===== src/rtl/xromWinPkg.sv =====
package xromWinPkg;

  typedef enum logic [1:0] {
    RSP_NOCLAIM = 2'd0,
    RSP_RETRY   = 2'd1,
    RSP_DATA    = 2'd2,
    RSP_ABORT   = 2'd3
  } rspCode_t;

  typedef enum logic [1:0] {
    SLOT_EMPTY = 2'd0,
    SLOT_FETCH = 2'd1,
    SLOT_HELD  = 2'd2
  } slotState_t;

  typedef struct packed {
    logic capture;   // record request and translated address
    logic loadData;  // store returned internal-bus data
    logic deliver;   // drive held data onto the response
  } ctrlStrobes_t;

endpackage


===== src/rtl/xromWinDatapath.sv =====
module xromWinDatapath
  import xromWinPkg::*;
#(
  parameter int ADDR_W   = 32,
  parameter int DATA_W   = 64,
  parameter int MASTER_W = 2
) (
  input  logic                clk,
  input  logic                rstN,
  input  logic                cfgEnable,
  input  logic [ADDR_W-1:0]   cfgBase,
  input  logic [ADDR_W-1:0]   cfgLimit,
  input  logic [ADDR_W-1:0]   cfgXlate,
  input  logic                req64,
  input  logic [MASTER_W-1:0] reqMaster,
  input  logic [ADDR_W-1:0]   reqAddr,
  input  logic [DATA_W-1:0]   ibRspData,
  input  ctrlStrobes_t        strobes,
  output logic                winHit,
  output logic                entryMatch,
  output logic [ADDR_W-1:0]   ibReqAddr,
  output logic [DATA_W-1:0]   rspData,
  output logic                rspAck64
);

  localparam int HALF_W   = DATA_W / 2;
  localparam int OFF_BITS = $clog2(DATA_W / 8);
  localparam int QW_W     = ADDR_W - OFF_BITS;

  logic [ADDR_W-1:0]   offMask;
  logic [ADDR_W-1:0]   xlated;
  logic [MASTER_W-1:0] entMaster;
  logic [QW_W-1:0]     entQword;
  logic [DATA_W-1:0]   entData;
  logic [DATA_W-1:0]   selData;

  always_comb begin
    winHit  = cfgEnable && (reqAddr >= cfgBase) && (reqAddr <= cfgLimit);
    offMask = cfgLimit - cfgBase;
    xlated  = (reqAddr & offMask) | cfgXlate;
    xlated[OFF_BITS-1:0] = '0;
    entryMatch = (reqMaster == entMaster) && (reqAddr[ADDR_W-1:OFF_BITS] == entQword);
  end

  always_comb begin
    if (req64) begin
      selData = entData;
    end else if (reqAddr[OFF_BITS-1]) begin
      selData = {{HALF_W{1'b0}}, entData[DATA_W-1:HALF_W]};
    end else begin
      selData = {{HALF_W{1'b0}}, entData[HALF_W-1:0]};
    end
  end

  always_ff @(posedge clk) begin
    if (!rstN) begin
      entMaster <= '0;
      entQword  <= '0;
      entData   <= '0;
      ibReqAddr <= '0;
      rspData   <= '0;
      rspAck64  <= 1'b0;
    end else begin
      if (strobes.capture) begin
        entMaster <= reqMaster;
        entQword  <= reqAddr[ADDR_W-1:OFF_BITS];
        ibReqAddr <= xlated;
      end
      if (strobes.loadData) begin
        entData <= ibRspData;
      end
      rspData  <= strobes.deliver ? selData : '0;
      rspAck64 <= strobes.deliver && req64;
    end
  end

endmodule


===== src/rtl/xromWinCtrl.sv =====
module xromWinCtrl
  import xromWinPkg::*;
(
  input  logic         clk,
  input  logic         rstN,
  input  logic         reqValid,
  input  logic         reqWrite,
  input  logic         winHit,
  input  logic         entryMatch,
  input  logic         ibRspValid,
  output ctrlStrobes_t strobes,
  output logic         rspValid,
  output logic [1:0]   rspCode,
  output logic         ibReqValid
);

  slotState_t state;
  slotState_t nextState;
  rspCode_t   code;

  always_comb begin
    strobes   = '0;
    code      = RSP_NOCLAIM;
    nextState = state;
    if (ibRspValid && state == SLOT_FETCH) begin
      strobes.loadData = 1'b1;
      nextState        = SLOT_HELD;
    end
    if (reqValid && winHit) begin
      if (reqWrite) begin
        code = RSP_ABORT;
      end else begin
        unique case (state)
          SLOT_EMPTY: begin
            strobes.capture = 1'b1;
            code            = RSP_RETRY;
            nextState       = SLOT_FETCH;
          end
          SLOT_FETCH: begin
            code = RSP_RETRY;
          end
          SLOT_HELD: begin
            if (entryMatch) begin
              strobes.deliver = 1'b1;
              code            = RSP_DATA;
              nextState       = SLOT_EMPTY;
            end else begin
              code = RSP_RETRY;
            end
          end
          default: code = RSP_RETRY;
        endcase
      end
    end
  end

  always_ff @(posedge clk) begin
    if (!rstN) begin
      state      <= SLOT_EMPTY;
      rspValid   <= 1'b0;
      rspCode    <= RSP_NOCLAIM;
      ibReqValid <= 1'b0;
    end else begin
      state      <= nextState;
      rspValid   <= reqValid;
      rspCode    <= reqValid ? code : RSP_NOCLAIM;
      ibReqValid <= strobes.capture;
    end
  end

endmodule


===== src/rtl/xromWinTop.sv =====
module xromWinTop
  import xromWinPkg::*;
#(
  parameter int ADDR_W   = 32,
  parameter int DATA_W   = 64,
  parameter int MASTER_W = 2
) (
  input  logic                clk,
  input  logic                rstN,
  input  logic                cfgEnable,
  input  logic [ADDR_W-1:0]   cfgBase,
  input  logic [ADDR_W-1:0]   cfgLimit,
  input  logic [ADDR_W-1:0]   cfgXlate,
  input  logic                reqValid,
  input  logic                reqWrite,
  input  logic                req64,
  input  logic [MASTER_W-1:0] reqMaster,
  input  logic [ADDR_W-1:0]   reqAddr,
  output logic                rspValid,
  output logic [1:0]          rspCode,
  output logic                rspAck64,
  output logic [DATA_W-1:0]   rspData,
  output logic                ibReqValid,
  output logic [ADDR_W-1:0]   ibReqAddr,
  input  logic                ibRspValid,
  input  logic [DATA_W-1:0]   ibRspData
);

  ctrlStrobes_t strobes;
  logic         winHit;
  logic         entryMatch;

  xromWinCtrl ctrl_i (
    .clk        (clk),
    .rstN       (rstN),
    .reqValid   (reqValid),
    .reqWrite   (reqWrite),
    .winHit     (winHit),
    .entryMatch (entryMatch),
    .ibRspValid (ibRspValid),
    .strobes    (strobes),
    .rspValid   (rspValid),
    .rspCode    (rspCode),
    .ibReqValid (ibReqValid)
  );

  xromWinDatapath #(
    .ADDR_W   (ADDR_W),
    .DATA_W   (DATA_W),
    .MASTER_W (MASTER_W)
  ) dp_i (
    .clk        (clk),
    .rstN       (rstN),
    .cfgEnable  (cfgEnable),
    .cfgBase    (cfgBase),
    .cfgLimit   (cfgLimit),
    .cfgXlate   (cfgXlate),
    .req64      (req64),
    .reqMaster  (reqMaster),
    .reqAddr    (reqAddr),
    .ibRspData  (ibRspData),
    .strobes    (strobes),
    .winHit     (winHit),
    .entryMatch (entryMatch),
    .ibReqAddr  (ibReqAddr),
    .rspData    (rspData),
    .rspAck64   (rspAck64)
  );

endmodule


===== config.mk =====
export PLATFORM = sky130hd
export DESIGN_NAME = xromWinTop
export DESIGN_NICKNAME = d
export VERILOG_FILES = /design/src/rtl/xromWinPkg.sv /design/src/rtl/xromWinDatapath.sv /design/src/rtl/xromWinCtrl.sv /design/src/rtl/xromWinTop.sv
export SDC_FILE = /design/constraint.sdc
export NUM_CORES = 1
export LEC_CHECK = 0
export BUFFER_PORTS_ARGS = -buffer_cell sky130_fd_sc_hd__buf_2
export CAP_MARGIN = 15
export CORE_MARGIN = 1.5
export CORE_UTILIZATION = 56
export DETAILED_ROUTE_END_ITERATION = 8
export PLACE_DENSITY_LB_ADDON = 0.3
export SETUP_SLACK_MARGIN = 0.5
export SLEW_MARGIN = 20
export SYNTH_ARGS = -nofsm -noshare
export SYNTH_HDL_FRONTEND = slang
export SYNTH_SLANG_ARGS = --single-unit

===== constraint.sdc =====
create_clock -name clk -period 6.5 [get_ports clk]
set_clock_uncertainty 0.2 [all_clocks]
set_input_delay 1.3 -clock clk [delete_from_list [all_inputs] [get_ports clk]]
set_output_delay 1.3 -clock clk [all_outputs]
set_load 0.005 [all_outputs]

After elaboration in Yosys (flattened, before gate mapping)
Index checks and enable logic that the tools add are counted.

Add/subtract/negate cells: 1. Magnitude comparators: 2. Eq/ne operators: 4. Muxes and demuxes: 18. Bitwise operators: 2. Reduce and logical (&&, ||, !) cells: 9.

Operators with widths (number): $mux 64 (1); $and 32x32->32 (1); $ge 32x32->1 (1); $le 32x32->1 (1); $mux 32 (1); $or 32x32->32 (1); $sub 32x32->32 (1); $eq 29x29->1 (1); $mux 2 (7); $mux 1 (8); $logic_and 1x1->1 (6); $pmux 2 s2 (1); $reduce_and 3->1 (1); $eq 2x1->1 const B (1); $eq 2x2->1 (1); $eq 2x2->1 const B (1); $logic_not 2->1 (1); $reduce_and 2->1 (1).

Flip-flop bits (word level): 195. Input bits: 201. Output and inout port bits: 101. Logic and storage cells: 46.

Logic depth before layout (Yosys ltp)
Gate-level depths: netlist of the first run.

Depth after elaboration: 7. Mapped depth: 12. Gate-level depth less buffers: 11.

Hierarchy
Synthesis of the first run repeated with hierarchy kept, for this count alone.

Cell total of the unflattened synthesis: 1209. Area, all modules: 10486.3 sq um.

Modules (own cells, without submodules): xromWinDatapath (times used 1, cells each 1183, area an instance 10236.1 sq um, seq. area each 3783.6 sq um); xromWinCtrl (times used 1, cells each 26, area an instance 250.2 sq um, seq. area each 120.1 sq um).

Worst setup path after synthesis of the first run
OpenSTA, ideal clock, no wires.

Kind: in2reg. Start point: input port cfgBase[10]. End point: register dp_i.ibReqAddr[25]. Setup time: 0.139 ns. Data arrival time: 3.482 ns. Data required time: 6.161 ns. Path slack: 2.679 ns. Cell stages on the path: 10. Path buffers: 0. Cell sequence: inv_1 > ha_1 > nand2_2 > or3_1 > or3_4 > o211ai_2 > nand2_2 > or4b_1 > a31oi_1 > a211oi_1.

Word-level cells in the longest chain between the ends: 5. Elaborated cells on any way between the ends: 8. Those cells by class: add/sub: 1; order compare: 1; mux: 1; bitwise: 2; reduce/logical: 3.

RTL lines: start: declaration (RTL line xromWinTop.sv:11) `input logic [ADDR_W-1:0] cfgBase,`; $ge 32x32->1 (RTL line xromWinDatapath.sv:38) `winHit = cfgEnable && (reqAddr >= cfgBase) && (reqAddr <= cfgLimit);`; $logic_and 1x1->1 (2 in a row) (RTL line xromWinDatapath.sv:38); $logic_and 1x1->1 (RTL line xromWinCtrl.sv:29) `if (reqValid && winHit) begin`; $mux 1 (RTL line xromWinCtrl.sv:29); end signal: assignment (RTL line xromWinDatapath.sv:67) `ibReqAddr <= xlated;`; end: declaration (RTL line xromWinDatapath.sv:21) `output logic [ADDR_W-1:0] ibReqAddr,`.

Parallel ways exist; a longest one is shown, timed or not. A chain may end at the register's enable or synchronous reset.

Worst setup path in the final report of the first run
Start point: input port reqAddr[13]. End point: register dp_i.rspData[19].

Word-level cells in the longest chain between the ends: 7. Elaborated cells on any way between the ends: 12. Those cells by class: order compare: 2; eq/ne: 1; mux: 4; reduce/logical: 5.

RTL lines: start: declaration (RTL line xromWinTop.sv:18) `input logic [ADDR_W-1:0] reqAddr,`; branches (longest 5 deep; another with $ge 32x32->1); $mux 1 (*) (RTL line xromWinCtrl.sv:29); $reduce_and 2->1 (no line) (*); end signal: assignment (RTL line xromWinDatapath.sv:72) `rspData <= strobes.deliver ? selData : '0;`; end: declaration (RTL line xromWinDatapath.sv:22) `output logic [DATA_W-1:0] rspData,`.

Every way passes the cells marked *.

==> results of run 1 <==
-- final cells by class --
type                       instances  area (um2)  share of cell area
antenna                            4        10.0            0.000816
clock buffer                      17         425              0.0347
clock inverter                    15         196              0.0160
inverter                          70         264              0.0215
multi-input combinational        911        5640               0.460
sequential                       195        3900               0.318
tap                              225         282              0.0230
timing repair buffer             303        1540               0.125
-- kinds of logic after synthesis --
logic type / after synthesis
AND/OR/NAND/NOR: 419
AO/OA/AOI/OAI: 305
flip-flops: 195
buffers and inverters: 127
adder cells (fa/ha/maj): 94
XOR/XNOR: 57
multiplexers: 33
other: 1
-- power groups by stage --
stage	clock network (uW)	logic (uW)	registers, uW
after global placement	0	419	1240
after detailed placement	0	430	1240
after global routing	1140	485	1220
after CTS	1090	434	1210
after floorplan	0	270	1240
final	1070	440	1210
-- cell usage after synthesis (all sizes together) (4+ instances only) --
master,n,area (um2)
a31oi,7,43.8
buf,8,47.5
ha,94,1180
o21ai,41,209
mux2i,33,330
nand2b,6,37.5
nand2,229,865
o211ai,4,35.0
nor3,9,45.0
o31ai,5,42.5
inv,70,263
dfxtp,195,3900
clkbuf,49,184
and3,38,239
nor2,77,292
nor2b,8,50.1
nand4,15,93.8
nand3,11,55.1
a21oi,190,958
nor4,14,87.6
a21o,19,143
xor2,41,359
a211oi,20,155
or3,4,30.0
xnor2,16,140
-- metal layers --
metal | routed length, um | track usage | vias up
met5 | 13 | 0 | -
met4 | 576 | 0.105 | 2
met3 | 2300 | 0.0507 | 54
met2 | 13700 | 0.510 | 439
met1 | 11500 | 0.368 | 4442
li1 | - | - | 4784
-- worst max-delay path, cell delays in order --
cell and delay (ps):
buf_2 140, ha_1 310, nand4_1 190, nor4_1 630
nand3_1 180, nand2_1 100, nand4b_1 210, nor2_1 370
nand3_1 680, buf_4 470, a21oi_1 150
-- metrics by stage --
stage,area [um2],hold slack (ps),std cells
floorplan,10000,237,1233
global placement,11600,242,1704
detailed placement,11600,246,1704
CTS,12200,254,1736
global route,12300,271,1737
finish,12300,251,1740
-- registers in the layout, summed over array words and instances (netlist names) --
signal             count
dp_i.rspData          64
dp_i.entData          64
ctrl_i.rspCode         2
ctrl_i.ibReqValid      1
dp_i.entMaster         2
dp_i.entQword         29
ctrl_i.state           2
dp_i.rspAck64          1
dp_i.ibReqAddr        29
ctrl_i.rspValid        1
-- how the worst max path moves through the flow --
stage,end,cells after the start
after floorplan,dp_i.ibReqAddr[25],10
after global placement,dp_i.rspData[56],10
after detailed placement,dp_i.rspData[56],10
after CTS,dp_i.rspData[56],10
after global routing,dp_i.rspData[14],11
final,dp_i.rspData[19],11
==> reports/results.ini, run 1 <==
[logic_synthesis]
ys_seq_elements=195
synth-xor-area-share=0.0498
synthCells=1231
avgSynthCellArea_um2=8.14
synth_ff_type=dfxtp_1
synth_top_family_by_area=simple AND/OR/NAND/NOR gates
yosysSeqAreaShare=0.390
synthAdderAreaFrac=0.117
synth_compound_area_frac=0.175
synth.area.mux_share=0.0330
synthArstFlopShare=0
synth_area_um2=10000
synth-edff-count=0
yosys.area_share.simple=0.186
synth_cell_type_count=57
yosys_warnings=0

[clock_tree]
cts_buffers=17
clock_sinks=195
root_buffer=clkbuf_16
cts_tree=built
post-cts-setup-buffers=0
clk_pin_slew_ps=80
ctsResizeCount=0
clk_latency_ps=440
clockBufferDepth=2
postCtsHoldBufs=0
htree_levels=4

[setup_path]
critPathKind=in2reg
r2r_start=dp_i.entQword[5]
endpoint_kind=flip-flop
path_max_fanout=17
critPathLaunchType=input pin
reg2reg_to=dp_i.rspData[19]
cp.arrival_ps=4720
rrSetupSlack_ps=3330
critical_path_required_ps=6670
r2r_cells=7
cp-startpoint=reqAddr[13]

[pwr]
p_leak_uw=0.00575
pwr-share-comb=0.161
p_clk_frac=0.393
p_sw_uw=809
max-vdd-ir-drop_mv=0.197
p_total_uw=2730
netSwitchingFraction=0.297
seqPwrFrac=0.445
intPower_uw=1920
powerDensity_nw_per_um2=222

[timing]
setup_tns_ps=0
max_freq_mhz=220
slew_viol_final=0
fin_crit_sh=0.699
finalCriticalPeriod_ps=4550
max_slew_margin=0.420
tightest_slew_ps=868
setup_ws_ps=1950
rsz0062_at_grt=false
final-hold-violation-count=0
setup_violations=0

[die]
die_w_um=137
fp.coreArea_um2=17400
num_rows=48
die_h_um=137
initial_core_util=0.575
num_io_pins=302
die_area_um2=18700

[global_route]
grt_start_max_net_pins=65
grt_pass1_wl_um=43400
track_usage=0.295
grt-ovfl-total=0
grt_pass1_vias=8961
antenna_found_initial=2

[job]
drv_cap=0

[place]
place_ws_ps=1530
numPortBuffers=295
place.gp.congestion=0.959
hpwlAfterDp_um=21000

[drt]
ant_nets=0
drtPass1Iterations=5
wl_um=28100
vias_per_cell=5.59
drtIter0Drc=497
wl_per_cell_um=16.2
routed-via-count=9721
drc=0

[hold_path]
holdPathEnd=dp_i.rspData[17]
min_from=dp_i.entData[17]
hold_path_depth=2
hp-class=reg2reg

[cells_and_area]
layout_common_cells=buf_2, nand2_1, dfxtp_1
final_common_cell=buf_2
finish.net_count=1793
nFillCells=1437
syn2layout_area_growth_pct=22.4
final_util=0.704
drive_gt1_frac=0.234

[outcome]
status=finished, final reports clean

(Power assumes the default switching activity.)
==> run 2, diff against run 1 <==
- CORE_UTILIZATION: 56 -> 47
- clock period: 6.5 -> 4.1 ns (I/O delays scaled with it)
==> reports/results.ini, run 2 (same netlist as run 1, synthesis figures left out) <==
[setup_path]
endpoint_kind=flip-flop
critPathKind=in2reg
rrSetupSlack_ps=1580
critical_path_required_ps=4270
critPathLaunchType=input pin
reg2reg_to=dp_i.rspData[54]
cp-startpoint=reqAddr[14]
r2r_cells=7
r2r_start=dp_i.entQword[28]
path_max_fanout=33
cp.arrival_ps=3560

[place]
hpwlAfterDp_um=21400
numPortBuffers=295
place.gp.congestion=0.909

[timing]
finalCriticalPeriod_ps=3380
max_slew_margin=0.530
setup_violations=0
final-hold-violation-count=0
setup_tns_ps=0
tightest_slew_ps=706
slew_viol_final=0
rsz0062_at_grt=false
max_freq_mhz=295
fin_crit_sh=0.825

[job]
drv_cap=0

[clock_tree]
post-cts-setup-buffers=0
postCtsHoldBufs=0
clk_latency_ps=440
root_buffer=clkbuf_16
clock_sinks=195
clk_pin_slew_ps=80
htree_levels=4
clockBufferDepth=2
cts_tree=built
cts_buffers=17

[cells_and_area]
top_regs=dp_i.entData: 64 flops, dp_i.rspData: 64 flops
layout_common_cells=buf_2, nand2_1, dfxtp_1
nFillCells=1942
seqCellArea_um2=3900
final_common_cell=buf_2
syn2layout_area_growth_pct=24.5
final_util=0.595
drive_gt1_frac=0.236
finish.net_count=1800
multiInputGateArea_um2=5640

[global_route]
grt_pass1_vias=9113
antenna_found_initial=3
grt_pass1_wl_um=45200
track_usage=0.256
grt-ovfl-total=0
grt_start_max_net_pins=65

[outcome]
status=finished, final reports clean

[die]
die_area_um2=22200
initial_core_util=0.478
fp.coreArea_um2=21000
die_w_um=149
num_io_pins=302
num_rows=53
die_h_um=149

[drt]
ant_nets=0
vias_per_cell=5.32
wl_per_cell_um=15.8
drtPass1Iterations=5
routed-via-count=9549
drtIter0Drc=562
wl_um=28400
drc=0

[hold_path]
hold_path_depth=2
min_from=dp_i.entData[20]
hp-class=reg2reg
holdPathEnd=dp_i.rspData[20]

[pwr]
max-vdd-ir-drop_mv=0.238
p_leak_uw=0.00581
p_total_uw=4450
powerDensity_nw_per_um2=357

-- run 2: cell count changes in the layout (fill, tap and decap cells not counted), sizes merged --
cell,delta
buf,+7
clkinv,-1
diode,-1
inv,+1
-- run 2: layer usage --
layer	vias to the layer above	share of wire	GRT usage
li1	4805	-	-
met1	4328	0.43	0.327
met2	361	0.47	0.436
met3	53	0.064	0.0419
met4	2	0.026	0.0941
met5	-	0.00046	0
-- run 2: worst max path at each step --
stage                         endpoint  slack [ps]  depth (start not counted)
finish                dp_i.rspData[54]         720                         11
CTS                  dp_i.entQword[17]         720                         11
global route          dp_i.rspData[55]         570                         12
global placement     dp_i.entQword[27]         370                         11
detailed placement   dp_i.entQword[22]         310                         11
floorplan           dp_i.ibReqAddr[25]         760                         10
-- run 2: metrics by stage --
| stage | std cells | setup WS (ps) | hold WS (ps) | cell area, um2 |
|---|---|---|---|---|
| floorplan | 1233 | 759 | 237 | 10000 |
| global placement | 1761 | 369 | 243 | 11800 |
| detailed placement | 1761 | 313 | 246 | 11800 |
| CTS | 1793 | 720 | 258 | 12500 |
| global route | 1795 | 574 | 263 | 12500 |
| finish | 1796 | 715 | 253 | 12500 |
-- run 2: critical path, cell delays in order --
cell and delay (ps):
buf_2 150, ha_1 320, nand4_1 180, nor4_1 570, nand3_1 190, nand2_1 110
nand4b_1 220, nor2_1 340, and3_1 260, buf_12 200, and3_1 170
-- run 2: layout make-up --
type                            count  area share
Timing Repair Buffer              310       0.131
Multi-Input combinational cell    911       0.452
Clock inverter                     15      0.0195
Clock buffer                       17      0.0341
Sequential cell                   195       0.313
Tap cell                          275      0.0276
Inverter                           70      0.0212
Antenna cell                        3    0.000602
-- run 2: power by group --
group | switching, uW | internal [uW] | leakage (uW)
combinational | 408 | 295 | 0.00392
sequential | 11.4 | 1910 | 0.00157
clock | 943 | 877 | 0.000320
total | 1360 | 3080 | 0.00581
-- run 2: what timing repair did --
action / in CTS / in global routing
hold endpoints to repair: 0 / 0
gates resized for setup: 0 / 1
setup endpoints to repair: 0 / 2
